[config.mk]
export PLATFORM = sky130hd
export DESIGN_NAME = bar_decoder
export DESIGN_NICKNAME = d
export VERILOG_FILES = /design/src/rtl/bar_decode_pkg.sv /design/src/rtl/bar_slot.sv /design/src/rtl/bar_match.sv /design/src/rtl/bar_decoder.sv
export SDC_FILE = /design/constraint.sdc
export NUM_CORES = 1
export LEC_CHECK = 0
export BUFFER_PORTS_ARGS = -buffer_cell sky130_fd_sc_hd__buf_4
export CORE_ASPECT_RATIO = 1.25
export CORE_MARGIN = 4
export CORE_UTILIZATION = 30
export CTS_CLUSTER_DIAMETER = 80
export DETAILED_ROUTE_END_ITERATION = 8
export HOLD_SLACK_MARGIN = 0.08
export PLACE_DENSITY_LB_ADDON = 0.1
export SYNTH_ARGS = -nofsm -noshare
export SYNTH_HDL_FRONTEND = slang
export SYNTH_SLANG_ARGS = --single-unit
[constraint.sdc]
create_clock -name clk -period 5.4 [get_ports clk]
set_input_delay 0.81 -clock clk [delete_from_list [all_inputs] [get_ports clk]]
set_output_delay 0.81 -clock clk [all_outputs]
set_load 0.005 [all_outputs]
[src/rtl/bar_decode_pkg.sv]
package bar_decode_pkg;

    typedef logic [31:0] cfg_word_t;

    localparam int KIND_NONE    = 0;
    localparam int KIND_MEM32   = 1;
    localparam int KIND_MEM64   = 2;
    localparam int KIND_MEM64HI = 3;
    localparam int KIND_IO      = 4;
    localparam int KIND_ROM     = 5;

    // Clamp a requested log2 size to the legal range for the kind.
    function automatic int eff_log2(input int kind, input int req);
        int r;
        r = req;
        case (kind)
            KIND_MEM32, KIND_MEM64: begin
                if (r < 4)  r = 4;
                if (r > 31) r = 31;
            end
            KIND_IO: begin
                if (r < 2) r = 2;
                if (r > 8) r = 8;
            end
            KIND_ROM: begin
                if (r < 11) r = 11;
                if (r > 31) r = 31;
            end
            default: r = 0;
        endcase
        return r;
    endfunction

    // Bits software may change.
    function automatic cfg_word_t slot_wmask(input int kind, input int req);
        cfg_word_t low;
        low = (32'h1 << eff_log2(kind, req)) - 32'h1;
        case (kind)
            KIND_MEM32, KIND_MEM64, KIND_IO: return ~low;
            KIND_MEM64HI:                    return 32'hFFFF_FFFF;
            KIND_ROM:                        return ~low | 32'h1;
            default:                         return 32'h0;
        endcase
    endfunction

    // Read-only type bits.
    function automatic cfg_word_t slot_fixed(input int kind, input logic pref);
        case (kind)
            KIND_MEM32: return {28'h0, pref, 3'b000};
            KIND_MEM64: return {28'h0, pref, 3'b100};
            KIND_IO:    return 32'h1;
            default:    return 32'h0;
        endcase
    endfunction

endpackage

[src/rtl/bar_slot.sv]
module bar_slot
    import bar_decode_pkg::*;
#(
    parameter cfg_word_t WMASK = 32'h0,
    parameter cfg_word_t FIXED = 32'h0
) (
    input  logic      clk,
    input  logic      rst_n,
    input  logic      wr_en,
    input  cfg_word_t wdata,
    input  logic [3:0] be,
    output cfg_word_t rd_val,
    output cfg_word_t base
);

    typedef struct packed {
        cfg_word_t store;
    } slot_state_t;

    slot_state_t st_d, st_q;
    cfg_word_t   lane_m;

    always_comb begin
        for (int b = 0; b < 4; b++) begin
            lane_m[b*8 +: 8] = {8{be[b]}};
        end
        st_d = st_q;
        if (wr_en) begin
            st_d.store = (st_q.store & ~(lane_m & WMASK)) | (wdata & lane_m & WMASK);
        end
    end

    always_ff @(posedge clk or negedge rst_n) begin
        if (!rst_n) st_q <= '0;
        else        st_q <= st_d;
    end

    assign base   = st_q.store & WMASK;
    assign rd_val = base | FIXED;

    assert_hold_without_write_R7: assert property (@(posedge clk) disable iff (!rst_n)
        !wr_en |=> $stable(rd_val));

    assert_no_lane_no_change_R6: assert property (@(posedge clk) disable iff (!rst_n)
        (wr_en && be == 4'h0) |=> $stable(rd_val));

    assert_probe_readback_R3: assert property (@(posedge clk) disable iff (!rst_n)
        (wr_en && be == 4'hF && wdata == 32'hFFFF_FFFF) |=> (rd_val == (WMASK | FIXED)));

endmodule

[src/rtl/bar_match.sv]
module bar_match
    import bar_decode_pkg::*;
#(
    parameter int        KIND  = KIND_NONE,
    parameter cfg_word_t WMASK = 32'h0
) (
    input  logic      clk,
    input  logic      rst_n,
    input  logic [63:0] addr,
    input  logic      is_io,
    input  cfg_word_t base_lo,
    input  cfg_word_t base_hi,
    output logic      hit
);

    localparam cfg_word_t CMP_MASK = (KIND == KIND_ROM) ? (WMASK & ~32'h1) : WMASK;

    logic lo_ok;
    logic hi_zero;

    always_comb begin
        lo_ok   = ((addr[31:0] & CMP_MASK) == (base_lo & CMP_MASK));
        hi_zero = (addr[63:32] == 32'h0);
        case (KIND)
            KIND_MEM32: hit = !is_io && hi_zero && lo_ok;
            KIND_MEM64: hit = !is_io && (addr[63:32] == base_hi) && lo_ok;
            KIND_IO:    hit = is_io && hi_zero && lo_ok;
            KIND_ROM:   hit = !is_io && base_lo[0] && hi_zero && lo_ok;
            default:    hit = 1'b0;
        endcase
    end

    assert_io_qualifier_R9: assert property (@(posedge clk) disable iff (!rst_n)
        hit |-> (is_io == (KIND == KIND_IO)));

    assert_mem32_upper_zero_R8: assert property (@(posedge clk) disable iff (!rst_n)
        (hit && KIND == KIND_MEM32) |-> (addr[63:32] == 32'h0));

    assert_rom_needs_enable_R10: assert property (@(posedge clk) disable iff (!rst_n)
        (hit && KIND == KIND_ROM) |-> base_lo[0]);

endmodule

[src/rtl/bar_decoder.sv]
module bar_decoder
    import bar_decode_pkg::*;
#(
    parameter int NUM_SLOTS = 6,
    parameter logic [NUM_SLOTS*3-1:0] SLOT_KINDS = {3'd1, 3'd0, 3'd3, 3'd2, 3'd4, 3'd1},
    parameter logic [NUM_SLOTS*5-1:0] SLOT_SIZES = {5'd2, 5'd0, 5'd0, 5'd12, 5'd10, 5'd20},
    parameter logic [NUM_SLOTS-1:0]   SLOT_PREF  = 6'b000001,
    parameter int ROM_SIZE_LOG2 = 16,
    localparam int NUM_REGS = NUM_SLOTS + 1,
    localparam int IDX_W    = $clog2(NUM_REGS + 1)
) (
    input  logic                 clk,
    input  logic                 rst_n,
    input  logic [IDX_W-1:0]     cfg_idx,
    input  logic                 cfg_wr,
    input  logic [31:0]          cfg_wdata,
    input  logic [3:0]           cfg_be,
    output logic [31:0]          cfg_rdata,
    input  logic [63:0]          dec_addr,
    input  logic                 dec_is_io,
    output logic [NUM_SLOTS:0]   dec_hit
);

    cfg_word_t reg_rd   [NUM_REGS];
    cfg_word_t reg_base [NUM_REGS];

    for (genvar i = 0; i < NUM_REGS; i++) begin : g_reg
        localparam int KIND = (i == NUM_SLOTS) ? KIND_ROM : int'(SLOT_KINDS[i*3 +: 3]);
        localparam int SZ   = (i == NUM_SLOTS) ? ROM_SIZE_LOG2 : int'(SLOT_SIZES[i*5 +: 5]);
        localparam logic PF = (i == NUM_SLOTS) ? 1'b0 : SLOT_PREF[i];
        localparam cfg_word_t WM = slot_wmask(KIND, SZ);
        localparam cfg_word_t FX = slot_fixed(KIND, PF);

        logic      sel_wr;
        cfg_word_t upper;

        assign sel_wr = cfg_wr && (int'(cfg_idx) == i);

        bar_slot #(.WMASK(WM), .FIXED(FX)) u_slot (
            .clk    (clk),
            .rst_n  (rst_n),
            .wr_en  (sel_wr),
            .wdata  (cfg_wdata),
            .be     (cfg_be),
            .rd_val (reg_rd[i]),
            .base   (reg_base[i])
        );

        if (i + 1 < NUM_SLOTS) begin : g_up
            assign upper = reg_base[i+1];
        end else begin : g_noup
            assign upper = 32'h0;
        end

        bar_match #(.KIND(KIND), .WMASK(WM)) u_match (
            .clk     (clk),
            .rst_n   (rst_n),
            .addr    (dec_addr),
            .is_io   (dec_is_io),
            .base_lo (reg_base[i]),
            .base_hi (upper),
            .hit     (dec_hit[i])
        );
    end

    always_comb begin
        cfg_rdata = 32'h0;
        for (int i = 0; i < NUM_REGS; i++) begin
            if (int'(cfg_idx) == i) cfg_rdata = reg_rd[i];
        end
    end

endmodule

## Word level (Yosys, flattened, before mapping)

Index checks and enable logic that the tools add are counted.

- Register bits: 192
- Memories: 0
- Bits in latches: 0
- Input bits: 107
- Output and inout port bits: 39
- RAM bits: 0
- Bits in read-only memories: 0

- $mul: 0
- Divide/modulo/power cells: 0
- Equal/unequal tests: 12
- Add/subtract/negate cells: 0
- Bitwise logic cells: 19
- Multiplexer cells: 7
- Shifts and indexed selects: 0
- Magnitude comparators: 0
- Reductions and logical operators: 19

Operator list:

| operator | number |
|---|---|
| $and A32 B32 Y32 | 7 |
| $mux W32 | 7 |
| $not A32 Y32 | 6 |
| $or A32 B32 Y32 | 6 |
| $eq A32 B32 Y1 | 1 |
| $logic_not A32 Y1 | 1 |
| $eq A28 B28 Y1 | 1 |
| $eq A24 B24 Y1 | 1 |
| $eq A20 B20 Y1 | 1 |
| $eq A16 B16 Y1 | 1 |
| $logic_and A1 B1 Y1 | 16 |
| $eq A12 B12 Y1 | 1 |
| $eq A3 B3 Y1 const B | 4 |
| $eq A3 B2 Y1 const B | 2 |
| $logic_not A3 Y1 | 1 |
| $logic_not A1 Y1 | 1 |

## Logic depth before layout (Yosys ltp)

- Depth in word-level cells: 8
- Gate-level depth with buffers: 7

## Hierarchy

A second synthesis with hierarchy kept.

- Cell total of the unflattened synthesis: 1157
- Area, all modules: 11662.4 um^2

By module, submodules not included:

| module | cells an instance | seq. area each (um^2) | area each (um^2) | instances |
|---|---|---|---|---|
| bar_decoder | 316 | 0.0 | 2459.9 | 1 |
| bar_slot (g_reg[3].u_slot) | 100 | 800.8 | 1426.4 | 1 |
| bar_slot (g_reg[5].u_slot) | 97 | 700.7 | 1312.5 | 1 |
| bar_slot (g_reg[1].u_slot) | 93 | 600.6 | 1197.4 | 1 |
| bar_slot (g_reg[2].u_slot) | 89 | 500.5 | 1079.8 | 1 |
| bar_slot (g_reg[6].u_slot) | 85 | 425.4 | 989.7 | 1 |
| bar_slot (g_reg[0].u_slot) | 80 | 300.3 | 843.3 | 1 |
| bar_match (g_reg[2].u_match) | 70 | 0.0 | 573.0 | 1 |
| bar_slot (g_reg[4].u_slot) | 65 | 0.0 | 484.2 | 1 |
| bar_match (g_reg[5].u_match) | 50 | 0.0 | 407.9 | 1 |
| bar_match (g_reg[1].u_match) | 43 | 0.0 | 364.1 | 1 |
| bar_match (g_reg[6].u_match) | 37 | 0.0 | 295.3 | 1 |
| bar_match (g_reg[0].u_match) | 28 | 0.0 | 206.4 | 1 |
| bar_match (g_reg[3].u_match ...) | 2 | 0.0 | 11.3 | 2 |

## Least setup slack after synthesis

OpenSTA, ideal clock, no wires.

- Path type: input -> output
- From: in dec_addr[26]
- To: out dec_hit[2]
- Data arrival time: 2.028 ns
- Stages on the path: 7
- Setup slack: 2.562 ns
- Path through: clkbuf_1 -> xnor2_1 -> nand4_1 -> nor4_1 -> nand4_1 -> nor4_1 -> buf_4

- Longest elaborated chain between the ends: 2

Ends and longest elaborated chain:

| element | line | RTL |
|---|---|---|
| from (decl) | bar_decoder.sv:19 | `input logic [63:0] dec_addr,` |
| $eq A20 B20 Y1 | bar_match.sv:22 | `lo_ok = ((addr[31:0] & CMP_MASK) == (base_lo & CMP_MASK));` |
| $logic_and A1 B1 Y1 | bar_match.sv:26 | `KIND_MEM64: hit = !is_io && (addr[63:32] == base_hi) && lo_ok;` |
| to (decl) | bar_decoder.sv:21 | `output logic [NUM_SLOTS:0] dec_hit` |

No other way between the ends.

## Worst setup path after layout

- From: in cfg_idx[0]
- To: out cfg_rdata[26]

- Longest elaborated chain between the ends: 8

Ends and longest elaborated chain:

| element | line | RTL |
|---|---|---|
| from (decl) | bar_decoder.sv:14 | `input logic [IDX_W-1:0] cfg_idx,` |
| $logic_not A3 Y1 | bar_decoder.sv:69 | `if (int'(cfg_idx) == i) cfg_rdata = reg_rd[i];` |
| $mux W32 (6 in series) | bar_decoder.sv:69 |  |
| $mux W32 (*) | bar_decoder.sv:69 |  |
| to (decl) | bar_decoder.sv:18 | `output logic [31:0] cfg_rdata,` |

Mark *: on every way between the ends. The rest lies on a longest branch, timed or not.

==> run summary <==
The number of placed I/O pins is 146. TritonCTS built the clock tree. CTS placed an instance of sky130_fd_sc_hd__clkbuf_16 at the clock tree root.

The detailed-router iteration count before antenna repair is 4. Compared with the post-synthesis result, the final layout area differs by 23.9%. The aggregate global routing overflow came out at 0.

The critical-path maximum fanout is 37. The clock input transition at the sequential cells of the worst setup and hold paths is 60 ps. The maximum buffer depth of the clock tree came out at 2. For this block, the routed nets add up to 28.8 mm of wire. The number of flip-flops and latches in the synthesized netlist is 133. The number of sinks handled by clock tree synthesis is 133. STA classifies the critical path endpoint as an output pin.

The final number of max-transition violations came out at 0. The kind of launch point of the worst setup path is an input pin. The first routing iteration left 439 violations. The wire length per cell is 25.3 µm.

The largest total area in the synthesized netlist belongs to sky130_fd_sc_hd__dfrtp_1. Yosys instantiated no cell more often than sky130_fd_sc_hd__dfrtp_1. The core area came out at 25300 µm². Dividing the detail-routed via count by the number of cells gives 5.19. In the routed design, unresolved DRC markers number 0.

The required time reported for the critical path endpoint came out at 4590 ps. The flip-flop and latch area came out at 3330 µm². The power consumption is 3.54 mW. The vias after detailed routing came out at 5892. Dividing the final minimum period by the clock period gives 68.7%. Setup repair after global routing left no endpoint under its margin. The critical path is of the input pin to output pin type. The congestion estimate from routability-driven global placement came to 0.869. The number of routed nets with antenna violations came out at 0. Measured along the x axis, the die boundary spans 152 µm. The hold-fix buffer count after cts came out at 0. The number of max-capacitance violations reported came out at 0.

The ratio of cells with drive above 1 in the final layout came out at 37.5%. By area the synthesized netlist is led by sky130_fd_sc_hd__dfrtp_1 43%, sky130_fd_sc_hd__mux2_2 14%, sky130_fd_sc_hd__xnor2_1 9.4%, sky130_fd_sc_hd__mux2_1 5.5%, sky130_fd_sc_hd__xor2_1 4.5%. The overall global routing resource usage is 20.6%.

The number of nets at the end of the flow is 896. The number of clock buffers inserted by TritonCTS is 17. The synthesized design devotes to its leading area cell type 43.0% of total area.

The flow ran to the end, and the final reports show no timing, DRC or antenna violations. The overall die area came out at 28400 µm². The total number of placement rows came out at 65. The number of setup violations in the final report came out at 0. The number of cells on the worst reg-to-reg path is 1.

The critical path data arrival time came out at 2900 ps. The areal power density over the cells is 370 nW/µm². The via count of the first global-routing pass is 6454. The number of antenna diodes in the final layout is 0. Among all flip-flop cells after synthesis, the most frequent one is sky130_fd_sc_hd__dfrtp_1.

For the pin with the worst max-slew slack, the measured transition is 941 ps. The number of fillers in the final layout came out at 2528. The number of cells produced by synthesis is 672. The sum of negative setup slack is 0 ps.

For this configuration, the core starts out at a cell density of 30.6%. In the synthesized netlist, the cells that appear most often are 133 x sky130_fd_sc_hd__dfrtp_1, 98 x sky130_fd_sc_hd__mux2_2, 83 x sky130_fd_sc_hd__xnor2_1. The total count of hold-check failures in the final report came out at 0. The path class of the tightest hold or removal check is input pin to asynchronous set/reset pin.

The share of flip-flops with an asynchronous set or reset is 100%. The upper clock frequency limit is 0.270 GHz. Buffers added to address setup during post-CTS repair amount to 0. Clock latency on the worst-skew pair, taken at its later pin, is 420 ps. The count of synthesis-stage warnings from yosys came out at 0. The peak ir drop on the vdd network came out at 238 µV. The synthesized design contains 0 enable-type register cells.

The post-synthesis instance area is 7740 µm². The maximum number of pins on one net before global-route repair came out at 65. The relative slew slack is 37.1%. The maximum level of the CTS H-tree is 4. The static leakage is 4.05 nW. Across all register-to-register paths, the minimum setup slack is 4490 ps. The worst path needs 3710 ps of the cycle, external delays included. The HPWL reported at the end of detailed placement came out at 21.7 mm. The area taken by multi-input logic gates came out at 4140 µm².

The share of synthesized area occupied by flip-flops and latches came out at 43.0%. The synthesized area per cell came out at 11.5 µm². The global-route wire length before repair is 42.3 mm. Gates resized during post-CTS repair numbered 0. The number of distinct library cell variants in the gate-level netlist after synthesis is 37. During placement, the flow inserted port buffers numbering 139. The initial antenna violation count was 0. The die is 188 µm tall. The worst setup skew after layout is 0 ps.
-- report_power, final --
group | switching [mW] | internal, mW | total, mW | leakage, nW
Sequential | 0.232 | 1.23 | 1.46 | 1.63
Combinational | 0.450 | 0.488 | 0.937 | 2.15
Clock | 0.470 | 0.673 | 1.14 | 0.270
Total | 1.15 | 2.39 | 3.54 | 4.05
-- logic make-up (layout without fill, tap and decap cells) --
kind of cell,Yosys count,count (layout),share of synthesized area [%]
AND/OR/NAND/NOR,129,129,9.54
AO/OA/AOI/OAI,70,70,5.87
buffers and inverters,61,189,3.57
XOR/XNOR,123,123,13.9
other,1,2,0.0485
flip-flops,133,133,43.0
multiplexers,155,155,24.0
-- final cells by class --
| class | instances | share of cell area [%] |
|---|---|---|
| clock inverter | 14 | 1.44 |
| sequential | 133 | 34.7 |
| multi-input combinational | 479 | 43.2 |
| timing repair buffer | 143 | 11.2 |
| clock buffer | 17 | 4.44 |
| inverter | 15 | 0.587 |
| tap | 335 | 4.37 |
-- worst max path at each step --
stage | startpoint | end | slack [ps] | cells past startpoint
after floorplan | dec_addr[26] | dec_hit[2] | 2560 | 7
after global placement | cfg_idx[0] | cfg_rdata[26] | 1650 | 5
after detailed placement | cfg_idx[0] | cfg_rdata[26] | 1660 | 5
after CTS | cfg_idx[0] | cfg_rdata[26] | 1660 | 5
after global routing | cfg_idx[0] | cfg_rdata[26] | 1520 | 5
final | cfg_idx[0] | cfg_rdata[26] | 1690 | 5
-- per-stage QoR --
step,hold slack (ps),worst slack (ps),util [%],cell area (µm²),instances
2_1_floorplan,481,2560,-,7740,673
3_3_place_gp,508,1650,35.7,9020,1105
3_5_place_dp,517,1660,35.7,9020,1105
4_1_cts,428,1660,37.9,9580,1136
5_1_grt,444,1520,37.9,9580,1136
6_report,407,1690,37.9,9580,1136
-- critical path, cell delays in order --
cell and delay, ps:
sky130_fd_sc_hd__buf_4 500, sky130_fd_sc_hd__nor2b_4 890, sky130_fd_sc_hd__a22oi_1 150, sky130_fd_sc_hd__a21oi_1 350
sky130_fd_sc_hd__buf_4 170
-- layout by cell type, fill, tap and decap left out, types with 7 or more instances in the layout --
master,count
sky130_fd_sc_hd__buf_4,143
sky130_fd_sc_hd__dfrtp_1,133
sky130_fd_sc_hd__mux2_2,98
sky130_fd_sc_hd__xnor2_1,83
sky130_fd_sc_hd__xor2_1,40
sky130_fd_sc_hd__mux2_1,38
sky130_fd_sc_hd__nand4_1,26
sky130_fd_sc_hd__a21oi_1,23
sky130_fd_sc_hd__nor4_1,22
sky130_fd_sc_hd__nor2_1,21
sky130_fd_sc_hd__a22oi_1,19
sky130_fd_sc_hd__clkbuf_16,17
sky130_fd_sc_hd__inv_1,14
sky130_fd_sc_hd__mux4_2,11
sky130_fd_sc_hd__nand2_1,10
sky130_fd_sc_hd__nand3_1,9
sky130_fd_sc_hd__mux2i_1,8
sky130_fd_sc_hd__o21ai_0,8
sky130_fd_sc_hd__nor2_2,7
sky130_fd_sc_hd__a221oi_1,7
-- layer usage --
metal / track usage, % / vias up / share of wire, %
li1: - / 2648 / -
met1: 26.3 / 3017 / 42
met2: 34.1 / 195 / 50
met3: 4.45 / 32 / 5.4
met4: 7.30 / 0 / 2.8
met5: 0 / - / 0
Note: power is estimated with default switching activity, not from simulation.
